<file path="src/rtl/sns_cap_pkg.sv">
package sns_cap_pkg;
  typedef enum logic [1:0] {
    ST_IDLE = 2'd0,
    ST_REQ  = 2'd1,
    ST_WAIT = 2'd2
  } cap_state_e;
endpackage

</file>
<file path="src/rtl/sns_clk_div.sv">
module sns_clk_div #(
  parameter int HALF_PERIOD = 500_000
) (
  input  logic clk_i,
  input  logic rst_ni,
  output logic sclk_o,
  output logic rise_o,
  output logic fall_o
);
  localparam int CW = (HALF_PERIOD > 2) ? $clog2(HALF_PERIOD) : 1;
  localparam logic [CW-1:0] LAST = CW'(HALF_PERIOD - 1);

  logic [CW-1:0] cnt_q;
  logic          sclk_q, sclk_d1_q;

  always_ff @(posedge clk_i or negedge rst_ni) begin
    if (!rst_ni) begin
      cnt_q     <= '0;
      sclk_q    <= 1'b0;
      sclk_d1_q <= 1'b0;
    end else begin
      sclk_d1_q <= sclk_q;
      if (cnt_q == LAST) begin
        cnt_q  <= '0;
        sclk_q <= ~sclk_q;
      end else begin
        cnt_q <= cnt_q + 1'b1;
      end
    end
  end

  assign sclk_o = sclk_q;
  assign rise_o = sclk_q & ~sclk_d1_q;
  assign fall_o = ~sclk_q & sclk_d1_q;
endmodule

</file>
<file path="src/rtl/sync_stage.sv">
module sync_stage #(
  parameter int WIDTH  = 8,
  parameter int STAGES = 2
) (
  input  logic             clk_i,
  input  logic             rst_ni,
  input  logic [WIDTH-1:0] d_i,
  output logic [WIDTH-1:0] q_o
);
  logic [WIDTH-1:0] chain_q [STAGES];

  for (genvar s = 0; s < STAGES; s++) begin : g_stage
    always_ff @(posedge clk_i or negedge rst_ni) begin
      if (!rst_ni) chain_q[s] <= '0;
      else if (s == 0) chain_q[s] <= d_i;
      else chain_q[s] <= chain_q[(s > 0) ? s - 1 : 0];
    end
  end

  assign q_o = chain_q[STAGES-1];
endmodule

</file>
<file path="src/rtl/sns_cap_fsm.sv">
module sns_cap_fsm
  import sns_cap_pkg::*;
#(
  parameter int RD_W     = 7,
  parameter int MAX_WAIT = 4
) (
  input  logic            clk_i,
  input  logic            rst_ni,
  input  logic            rise_i,
  input  logic            fall_i,
  input  logic            vld_s_i,
  input  logic [RD_W-1:0] dat_s_i,
  output logic            req_o,
  output logic            rd_valid_o,
  output logic [RD_W-1:0] rd_data_o,
  output logic            rd_err_o
);
  localparam int WCW = $clog2(MAX_WAIT + 1);
  localparam logic [WCW-1:0] WLAST = WCW'(MAX_WAIT - 1);

  cap_state_e     state_q;
  logic [WCW-1:0] wcnt_q;

  always_ff @(posedge clk_i or negedge rst_ni) begin
    if (!rst_ni) begin
      state_q    <= ST_IDLE;
      wcnt_q     <= '0;
      req_o      <= 1'b0;
      rd_valid_o <= 1'b0;
      rd_err_o   <= 1'b0;
      rd_data_o  <= '0;
    end else begin
      rd_valid_o <= 1'b0;
      rd_err_o   <= 1'b0;
      unique case (state_q)
        ST_IDLE: if (fall_i) begin
          req_o   <= 1'b1;
          state_q <= ST_REQ;
        end
        ST_REQ: if (fall_i) begin
          // exactly one sensor period high
          req_o   <= 1'b0;
          wcnt_q  <= '0;
          state_q <= ST_WAIT;
        end
        ST_WAIT: if (rise_i) begin
          if (vld_s_i) begin
            rd_data_o  <= dat_s_i;
            rd_valid_o <= 1'b1;
            state_q    <= ST_IDLE;
          end else if (wcnt_q == WLAST) begin
            rd_err_o <= 1'b1;
            state_q  <= ST_IDLE;
          end else begin
            wcnt_q <= wcnt_q + 1'b1;
          end
        end
        default: state_q <= ST_IDLE;
      endcase
    end
  end
endmodule

</file>
<file path="src/rtl/sensor_capture_ctrl.sv">
module sensor_capture_ctrl #(
  parameter int SYS_CLK_HZ  = 50_000_000,
  parameter int MAX_SNS_HZ  = 100,
  parameter int HALF_PERIOD = 500_000,
  parameter int BUS_W       = 8,
  parameter int RD_W        = 7,
  parameter int MAX_WAIT    = 4,
  parameter int SYNC_STAGES = 2
) (
  input  logic             clk_i,
  input  logic             rst_ni,
  input  logic             sns_valid_i,
  input  logic [BUS_W-1:0] sns_data_i,
  output logic             sns_clk_o,
  output logic             sns_req_o,
  output logic             rd_valid_o,
  output logic [RD_W-1:0]  rd_data_o,
  output logic             rd_err_o
);
  localparam int SW = RD_W + 1;

  if (HALF_PERIOD < 2 || SYS_CLK_HZ > MAX_SNS_HZ * 2 * HALF_PERIOD) begin : g_rate_bad
    $error("sensor clock rate exceeds MAX_SNS_HZ");
  end

  logic          sclk_rise, sclk_fall;
  logic [SW-1:0] sync_q;
  logic          unused_hi;

  assign unused_hi = ^sns_data_i[BUS_W-1:RD_W];

  sns_clk_div #(.HALF_PERIOD(HALF_PERIOD)) u_div (
    .clk_i  (clk_i),
    .rst_ni (rst_ni),
    .sclk_o (sns_clk_o),
    .rise_o (sclk_rise),
    .fall_o (sclk_fall)
  );

  sync_stage #(.WIDTH(SW), .STAGES(SYNC_STAGES)) u_sync (
    .clk_i  (clk_i),
    .rst_ni (rst_ni),
    .d_i    ({sns_valid_i, sns_data_i[RD_W-1:0]}),
    .q_o    (sync_q)
  );

  sns_cap_fsm #(.RD_W(RD_W), .MAX_WAIT(MAX_WAIT)) u_fsm (
    .clk_i      (clk_i),
    .rst_ni     (rst_ni),
    .rise_i     (sclk_rise),
    .fall_i     (sclk_fall),
    .vld_s_i    (sync_q[SW-1]),
    .dat_s_i    (sync_q[RD_W-1:0]),
    .req_o      (sns_req_o),
    .rd_valid_o (rd_valid_o),
    .rd_data_o  (rd_data_o),
    .rd_err_o   (rd_err_o)
  );
endmodule

</file>
<file path="config.mk">
export PLATFORM = sky130hd
export DESIGN_NAME = sensor_capture_ctrl
export DESIGN_NICKNAME = d
export VERILOG_FILES = /design/src/rtl/sns_cap_pkg.sv /design/src/rtl/sns_clk_div.sv /design/src/rtl/sync_stage.sv /design/src/rtl/sns_cap_fsm.sv /design/src/rtl/sensor_capture_ctrl.sv
export SDC_FILE = /design/constraint.sdc
export NUM_CORES = 1
export LEC_CHECK = 0
export BUFFER_PORTS_ARGS = -buffer_cell sky130_fd_sc_hd__buf_4
export CAP_MARGIN = 20
export CORE_MARGIN = 2
export CORE_UTILIZATION = 27
export DETAILED_ROUTE_END_ITERATION = 10
export GPL_TIMING_DRIVEN = 0
export MAX_ROUTING_LAYER = met4
export PLACE_DENSITY = 0.52
export SLEW_MARGIN = 10
export SYNTH_ARGS = -nofsm -noshare
export SYNTH_HDL_FRONTEND = slang
export SYNTH_SLANG_ARGS = --single-unit
</file>
<file path="constraint.sdc">
create_clock -name clk_i -period 2.3 [get_ports clk_i]
set_input_delay 0.23 -clock clk_i [delete_from_list [all_inputs] [get_ports clk_i]]
set_output_delay 0.23 -clock clk_i [all_outputs]
set_load 0.02 [all_outputs]
</file>
==> key figures, run 1 <==
Global route
  – Top Usage Layer GRT: met2
  – Remaining Overflow, GRT: 0
  – Initial antenna violation count: 0
  – Vias in the first global route: 1261
  – M1 GR Usage: 11.9%
  – Met3 Use GR: 2.77%
  – Largest net degree at the start of global routing: 53
  – First-pass GRT wire length: 5900 um
  – Total GRT Usage: 8.85%
  – Met2 usage: 13.3%

Final layout
  – Share of cells above drive strength 1: 25.0%
  – # diodes: 0
  – Post-Route Utilization: 32.6%
  – Design area: 2500 um^2
  – Layout Nets: 205
  – Area growth syn-to-layout: 18.0%
  – Leading cell types in the layout, fill and taps excluded: dfrtp_1 (52), buf_4 (20), nor2_1 (16), xnor2_1 (10), mux2_2 (9)
  – Commonest non-fill, non-tap cell in the layout: dfrtp_1

Critical path
  – Worst r2r src: u_fsm.wcnt_q[0]
  – Worst-path maximum fanout: 3
  – R2R Setup Slk: 0.31 ns
  – Reg2reg path depth: 6
  – Kind of critical path: register to register
  – Type of origin of the critical path: register
  – Worst path required time: 2.50 ns
  – Reg-to-reg endpoint: u_fsm.wcnt_q[0]
  – WP data arrival: 2.19 ns
  – Crit. End Element: register
  – CP Launch Point: u_fsm.wcnt_q[0]

Timing
  – Final setup fails: 0
  – Max-slew violation count: 0
  – Worst Tran Pin Value: 0.647 ns
  – Unrepaired setup endpoints after global routing: false
  – Hold WS: 0.0244 ns
  – Worst clock skew: 0.00436 ns
  – Setup_tns: 0 ns
  – Max Freq: 0.503 GHz
  – Fin crit share: 86.5%
  – Tmin final: 1.99 ns
  – Final Hold Fails: 0
  – Slew margin rel.: 56.9%

Yosys
  – Mapped Cells: 159
  – Unique masters post-synth: 37
  – Post-synthesis xor/xnor area fraction: 6.61%
  – Post-Synth Simple-Gate Area: 17.4%
  – Largest family of logic cells by synthesized area: simple AND/OR/NAND/NOR gates
  – Number of synthesized register bits: 52
  – Fraction of synthesized area in multiplexers: 5.96%
  – Synth Area in Adders: 4.13%
  – Register area share after synthesis: 61.4%
  – Synth Area in Compound Gates: 3.13%
  – YS warnings: 0
  – Average cell area after synthesis: 13.3 um^2
  – Mapped Area: 2120 um^2
  – Mapped Nets: 177

Route
  – DR vias/cell: 4.28
  – DR DRC count: 0
  – Vias after detailed routing: 1240
  – Total wire length: 3320 um
  – Drt wl/cell: 11.5 um
  – Starting DRT DRC Count: 47
  – Post-route ant nets: 0
  – TritonRoute pass-1 iters: 4

Die
  – Io pins: 22
  – Die W: 92.6 um
  – Initial core utilization: 27.6%
  – Row cnt: 32
  – CORE AREA: 7690 um^2
  – Height of the die: 92.6 um
  – Die area: 8580 um^2

Clock network
  – Cts bufs inserted: 5
  – Clk slew on worst S/H paths: 0.10 ns
  – Clock H-tree levels: 2
  – CTS root buf: clkbuf_8
  – Post-CTS Hold Buffers: 1
  – Setup Buffers After CTS: 0
  – Worst-Skew Late Latency: 0.30 ns
  – CTS tree: yes
  – Worst-case clock buffer depth: 2
  – Sink Count: 52
  – CTS resizes: 0

Power and ir drop
  – Leakage power: 0.00119 uW
  – Worst vdd ir: 0.000269 V
  – Cell Pwr Density: 600 nW/um^2
  – Total power: 1500 uW

Run status
  – Outcome: complete, no violations

Run
  – Max Cap Viol: 0

Hold path
  – Hold path cells: 1
  – Hold WC Path Type: input port to register
  – HP Start: sns_data_i[5]
  – Hold EP: u_sync.chain_q[13]

Placed design
  – Post-DP HPWL: 2220 um
  – PortBufs: 20
  – GPL Wtd Cong: 0.788
  – Dpl cell area: 2400 um^2
==> how the worst max path moves through the flow <==
stage                           end  depth (start not counted)
finish              u_fsm.wcnt_q[0]                          6
global route        u_fsm.wcnt_q[0]                          6
CTS                 u_fsm.wcnt_q[0]                          6
detailed placement  u_fsm.wcnt_q[0]                          6
global placement    u_fsm.wcnt_q[0]                          6
floorplan           u_fsm.wcnt_q[0]                          6
==> per-stage QoR <==
stage                     setup WS [ns]  instances
after floorplan                   0.405        159
after global placement            0.330        281
after detailed placement          0.322        281
after CTS                         0.296        290
after global routing              0.242        290
final                             0.311        290
==> cell families (layout without fill, tap and decap cells) <==
| kind of cell | Yosys count | after routing |
|---|---|---|
| buf+inv | 8 | 37 |
| simple gates | 55 | 55 |
| fa+ha+maj | 7 | 7 |
| compound gates | 10 | 10 |
| mux | 11 | 11 |
| flops | 52 | 52 |
| xor+xnor | 16 | 16 |
==> cell type report <==
cell class              count  area, um^2
clock inverters             3        25.0
inverters                   8        30.0
multi-input cells          99         790
fillers                   799        5180
flip-flops and latches     52        1300
clock buffers               5        68.8
well taps                 102         128
repair buffers             21         160
==> state kept, by name, indices dropped and copies added (netlist names) <==
| name | count |
|---|---|
| u_sync.q_o | 8 |
| u_fsm.rd_err_o | 1 |
| u_fsm.wcnt_q | 3 |
| u_div.cnt_q | 19 |
| u_div.sclk_o | 1 |
| u_fsm.rd_data_o | 7 |
| u_fsm.rd_valid_o | 1 |
| u_fsm.state_q | 2 |
| u_sync.chain_q | 8 |
| u_div.sclk_d1_q | 1 |
| u_fsm.req_o | 1 |
==> synthesized netlist by cell type <==
master      n  area share [%]
nor4b_1     1            0.41
mux2i_1     1            0.47
a21oi_1     4            0.94
nor4_2      1            0.59
nor4_4      1             1.0
a22o_1      1            0.41
nand2_1     5            0.89
nor4_1      3            0.89
nand4_1     4             1.2
nor3b_1     1            0.35
a21oi_2     1            0.41
nor3_1      2            0.47
o21ai_0     1            0.24
nand3_2     1            0.47
inv_1       8             1.4
nor4b_2     1            0.71
nand4_4     2             2.0
and2_1      1            0.30
ha_1        7             4.1
nor2_1     16             2.8
mux2_2      9             4.8
nor2b_1     2            0.59
and2b_1     1            0.35
xnor2_1    10             4.1
o2bb2ai_1   1            0.41
o21ai_2     1            0.41
or2b_1      1            0.35
and3_1      2            0.59
nand3_1     5             1.2
and3b_1     2            0.83
xor2_1      6             2.5
nor2_4      1            0.53
o22ai_1     1            0.30
dfrtp_1    52              61
mux2_4      1            0.71
or4b_1      1            0.47
nand4b_1    1            0.41
==> critical path, cell delays in order (launching register included) <==
cell     delay [ns]
dfrtp_1        0.41
ha_1           0.21
ha_1           0.22
or4b_1         0.54
a21oi_2        0.16
o21ai_2        0.08
mux2_4         0.26
==> layer usage <==
layer	part of all wire (%)	wire (um)	vias up
li1	-	-	605
met2	46	1520	17
met3	3.6	120	4
met1	50	1670	614
met5	0	0	-
met4	0.45	15	0
==> report_power, final <==
group / leakage, uW / switching (uW) / total (uW) / internal [uW]
clock network: 0.0000452 / 317 / 540 / 222
registers: 0.000675 / 4.01 / 932 / 927
logic: 0.000467 / 19.4 / 30.5 / 11.1
total: 0.00119 / 341 / 1500 / 1160
No activity file was read; power rests on OpenSTA's default activity.
==> run 2, diff against run 1 <==
--- a/config.mk
+++ b/config.mk
@@ -5,14 +5,16 @@
 export SDC_FILE = /design/constraint.sdc
 export NUM_CORES = 1
 export LEC_CHECK = 0
-export BUFFER_PORTS_ARGS = -buffer_cell sky130_fd_sc_hd__buf_4
+export ABC_AREA = 1
 export CAP_MARGIN = 20
 export CORE_MARGIN = 2
 export CORE_UTILIZATION = 27
+export CTS_CLUSTER_DIAMETER = 30
 export DETAILED_ROUTE_END_ITERATION = 10
+export DONT_BUFFER_PORTS = 1
 export GPL_TIMING_DRIVEN = 0
 export MAX_ROUTING_LAYER = met4
-export PLACE_DENSITY = 0.52
+export PLACE_DENSITY = 0.49
 export SLEW_MARGIN = 10
 export SYNTH_ARGS = -nofsm -noshare
 export SYNTH_HDL_FRONTEND = slang
==> key figures, run 2 <==
Final layout
  – Design area: 2630 um^2 (+5.2%)
  – Layout Nets: 289 (+41%)
  – # diodes: 0 (unchanged)
  – Area growth syn-to-layout: 15.0%
  – Commonest non-fill, non-tap cell in the layout: nand2_1
  – Share of cells above drive strength 1: 9.93% (-15 points)
  – Leading cell types in the layout, fill and taps excluded: nand2_1 (71), dfrtp_1 (52), nor2_1 (37), inv_1 (28), nand3_1 (13)
  – Max reg flops: 19 (unchanged)
  – Post-Route Utilization: 32.0% (-0.51 points)
  – Largest register by flop count: u_div.cnt_q
  – Number of fill cells in the layout: 864 (+8.1%)
  – Multi-input gate area: 866 um^2 (+9.7%)
  – Storage element area: 1300 um^2 (unchanged)

Global route
  – Remaining Overflow, GRT: 0 (unchanged)
  – Initial antenna violation count: 0 (unchanged)
  – First-pass GRT wire length: 7000 um (+19%)
  – Total GRT Usage: 10.0% (+1.2 points)
  – Largest net degree at the start of global routing: 53 (unchanged)
  – Vias in the first global route: 1551 (+23%)

Timing
  – Tmin final: 1.61 ns (-0.381 ns)
  – Setup_tns: 0 ns (unchanged)
  – Slew margin rel.: 76.8% (+20 points)
  – Unrepaired setup endpoints after global routing: false
  – Final Hold Fails: 0 (unchanged)
  – Worst Tran Pin Value: 0.346 ns (-0.301 ns)
  – Worst clock skew: 0.00799 ns (+0.00363 ns)
  – Max Freq: 0.622 GHz (+24%)
  – Final setup fails: 0 (unchanged)
  – Max-slew violation count: 0 (unchanged)
  – Fin crit share: 69.9% (-17 points)

Route
  – Post-route ant nets: 0 (unchanged)
  – Total wire length: 3960 um (+19%)
  – Vias after detailed routing: 1547 (+25%)
  – DR vias/cell: 4.10 (-4.0%)
  – Starting DRT DRC Count: 37 (-21%)
  – TritonRoute pass-1 iters: 4 (unchanged)
  – DR DRC count: 0 (unchanged)
  – Drt wl/cell: 10.5 um (-8.3%)

Critical path
  – WP data arrival: 1.86 ns (-0.33 ns)
  – Reg2reg path depth: 6 (unchanged)
  – Crit. End Element: register
  – CP Launch Point: u_div.sclk_o
  – Worst path required time: 2.55 ns (+0.05 ns)
  – Worst r2r src: u_div.sclk_o
  – CP max-delay cell: dfrtp_1
  – Type of origin of the critical path: register
  – Crit-path max cell delay: 0.52 ns (-0.02 ns)
  – Worst setup path endpoint: u_fsm.rd_data_o[0]
  – Cell Chain, Critical Path: inv_1 -> nor2_1 -> nand3_1 -> clkinv_1 -> nand2_1 -> nand2_1
  – Worst-path maximum fanout: 8 (+5)
  – Kind of critical path: register to register
  – R2R Setup Slk: 0.69 ns (+0.38 ns)
  – Most used cell, CP: nand2_1
  – Reg-to-reg endpoint: u_fsm.rd_data_o[0]

Clock network
  – Cts bufs inserted: 5 (unchanged)
  – Worst-Skew Late Latency: 0.30 ns (about the same)
  – Worst-case clock buffer depth: 2 (unchanged)
  – CTS tree: yes
  – CTS root buf: clkbuf_8
  – Sink Count: 52 (unchanged)
  – Clk slew on worst S/H paths: 0.10 ns (about the same)
  – Clock H-tree levels: 2 (unchanged)
  – Setup Buffers After CTS: 0 (unchanged)

Run
  – Max Cap Viol: 0 (unchanged)

Die
  – Die area: 9230 um^2 (+7.6%)
  – Height of the die: 96.1 um (+3.7%)
  – Row cnt: 33 (+3.1%)
  – CORE AREA: 8220 um^2 (+6.9%)
  – Initial core utilization: 27.9% (+0.26 points)
  – Io pins: 22 (unchanged)
  – Die W: 96.1 um (+3.7%)

Power and ir drop
  – Worst vdd ir: 0.000320 V (+19%)
  – Leakage power: 0.00128 uW (+7.5%)
  – Cell Pwr Density: 570 nW/um^2 (-5.0%)

Yosys
  – Mapped Cells: 254 (+60%)
  – Dominant cell type by area after synthesis: dfrtp_1
  – Unique masters post-synth: 21 (-43%)
  – Top FF cell, synth: dfrtp_1
  – Mapped Area: 2290 um^2 (+7.9%)
  – Number of synthesized register bits: 52 (unchanged)
  – Average cell area after synthesis: 9.01 um^2 (-32%)
  – Mapped Nets: 272 (+54%)
  – Share of flip-flops with an asynchronous set or reset: 100% (unchanged)
  – Most instantiated cells after synthesis: nand2_1 (71), dfrtp_1 (52), nor2_1 (37)
  – Post-synth top area share: 56.9% (-4.5 points)
  – Top area cells in the synthesized netlist: dfrtp_1 (57%), nand2_1 (12%), nor2_1 (6.1%)
  – YS warnings: 0 (unchanged)
  – Top-count cell post-synth: nand2_1
  – Post-synth EDFFs: 0 (unchanged)
  – Register area share after synthesis: 56.9% (-4.5 points)

Hold path
  – Hold WC Path Type: register to register

Placed design
  – Post-DP HPWL: 2820 um (+27%)
  – GPL Wtd Cong: 0.796 (+1.0%)
  – PortBufs: 0 (-100%)
  – Dpl cell area: 2420 um^2 (+0.89%)

Run status
  – Outcome: complete, no violations
-- run 2: what timing repair did --
item                      4_1_cts  5_1_grt
hold endpoints to repair       60        0
gates resized for setup         0        0
hold buffers                   10        0
-- run 2: final cells by class --
type	count	share of cell area, %
multi-input cells	170	32.9
well taps	105	4.99
inverters	32	4.61
flip-flops and latches	52	49.4
clock buffers	5	2.61
clock inverters	3	0.998
repair buffers	10	4.47
-- run 2: layer usage --
layer	GRT usage (%)	up-vias	share of wire, %
li1	-	804	-
met1	12.5	722	50
met2	16.0	19	45
met3	2.82	2	4.2
met4	2.50	0	0.58
met5	-	-	0
-- run 2: kinds of logic after synthesis --
group | count (synthesis) | synth area share [%]
buffers and inverters | 32 | 5.30
and+or+nand+nor | 141 | 27.0
xor gates and xnor gates | 12 | 4.59
adders and majority gates | 7 | 3.83
DFF | 52 | 56.9
AOI/OAI and AO/OA | 10 | 2.41
-- run 2: worst min-delay path by stage --
stage | startpoint | end | slack, ns | cells past startpoint
final | u_sync.chain_q[13] | u_sync.q_o[5] | 0.36 | 0
after global routing | u_sync.chain_q[11] | u_sync.q_o[3] | 0.36 | 0
after global placement | rst_ni | u_div.cnt_q[15] | -0.06 | 0
after floorplan | rst_ni | u_div.cnt_q[0] | -0.07 | 0
after detailed placement | rst_ni | u_div.cnt_q[11] | -0.06 | 0
after CTS | u_sync.chain_q[10] | u_sync.q_o[2] | 0.36 | 0
-- run 2: power breakdown --
part	switching, uW	internal, uW
logic	20.1	15.2
registers	3.94	927
clock network	313	222
-- run 2: critical path, delay by kind of cell (launching register included) --
family	cells	cell delay [ns]
flops	1	0.52
simple gates	4	0.63
buf+inv	2	0.40
-- run 2: stage by stage --
stage / hold slack, ns / std cells / setup slack (ns) / power [uW]
after floorplan: -0.0656 / 254 / 1.01 / 949
after CTS: 0.360 / 377 / 0.645 / 1530
after global placement: -0.0635 / 359 / 0.689 / 950
final: 0.356 / 377 / 0.692 / 1500
after detailed placement: -0.0631 / 359 / 0.666 / 950
after global routing: 0.364 / 377 / 0.539 / 1580
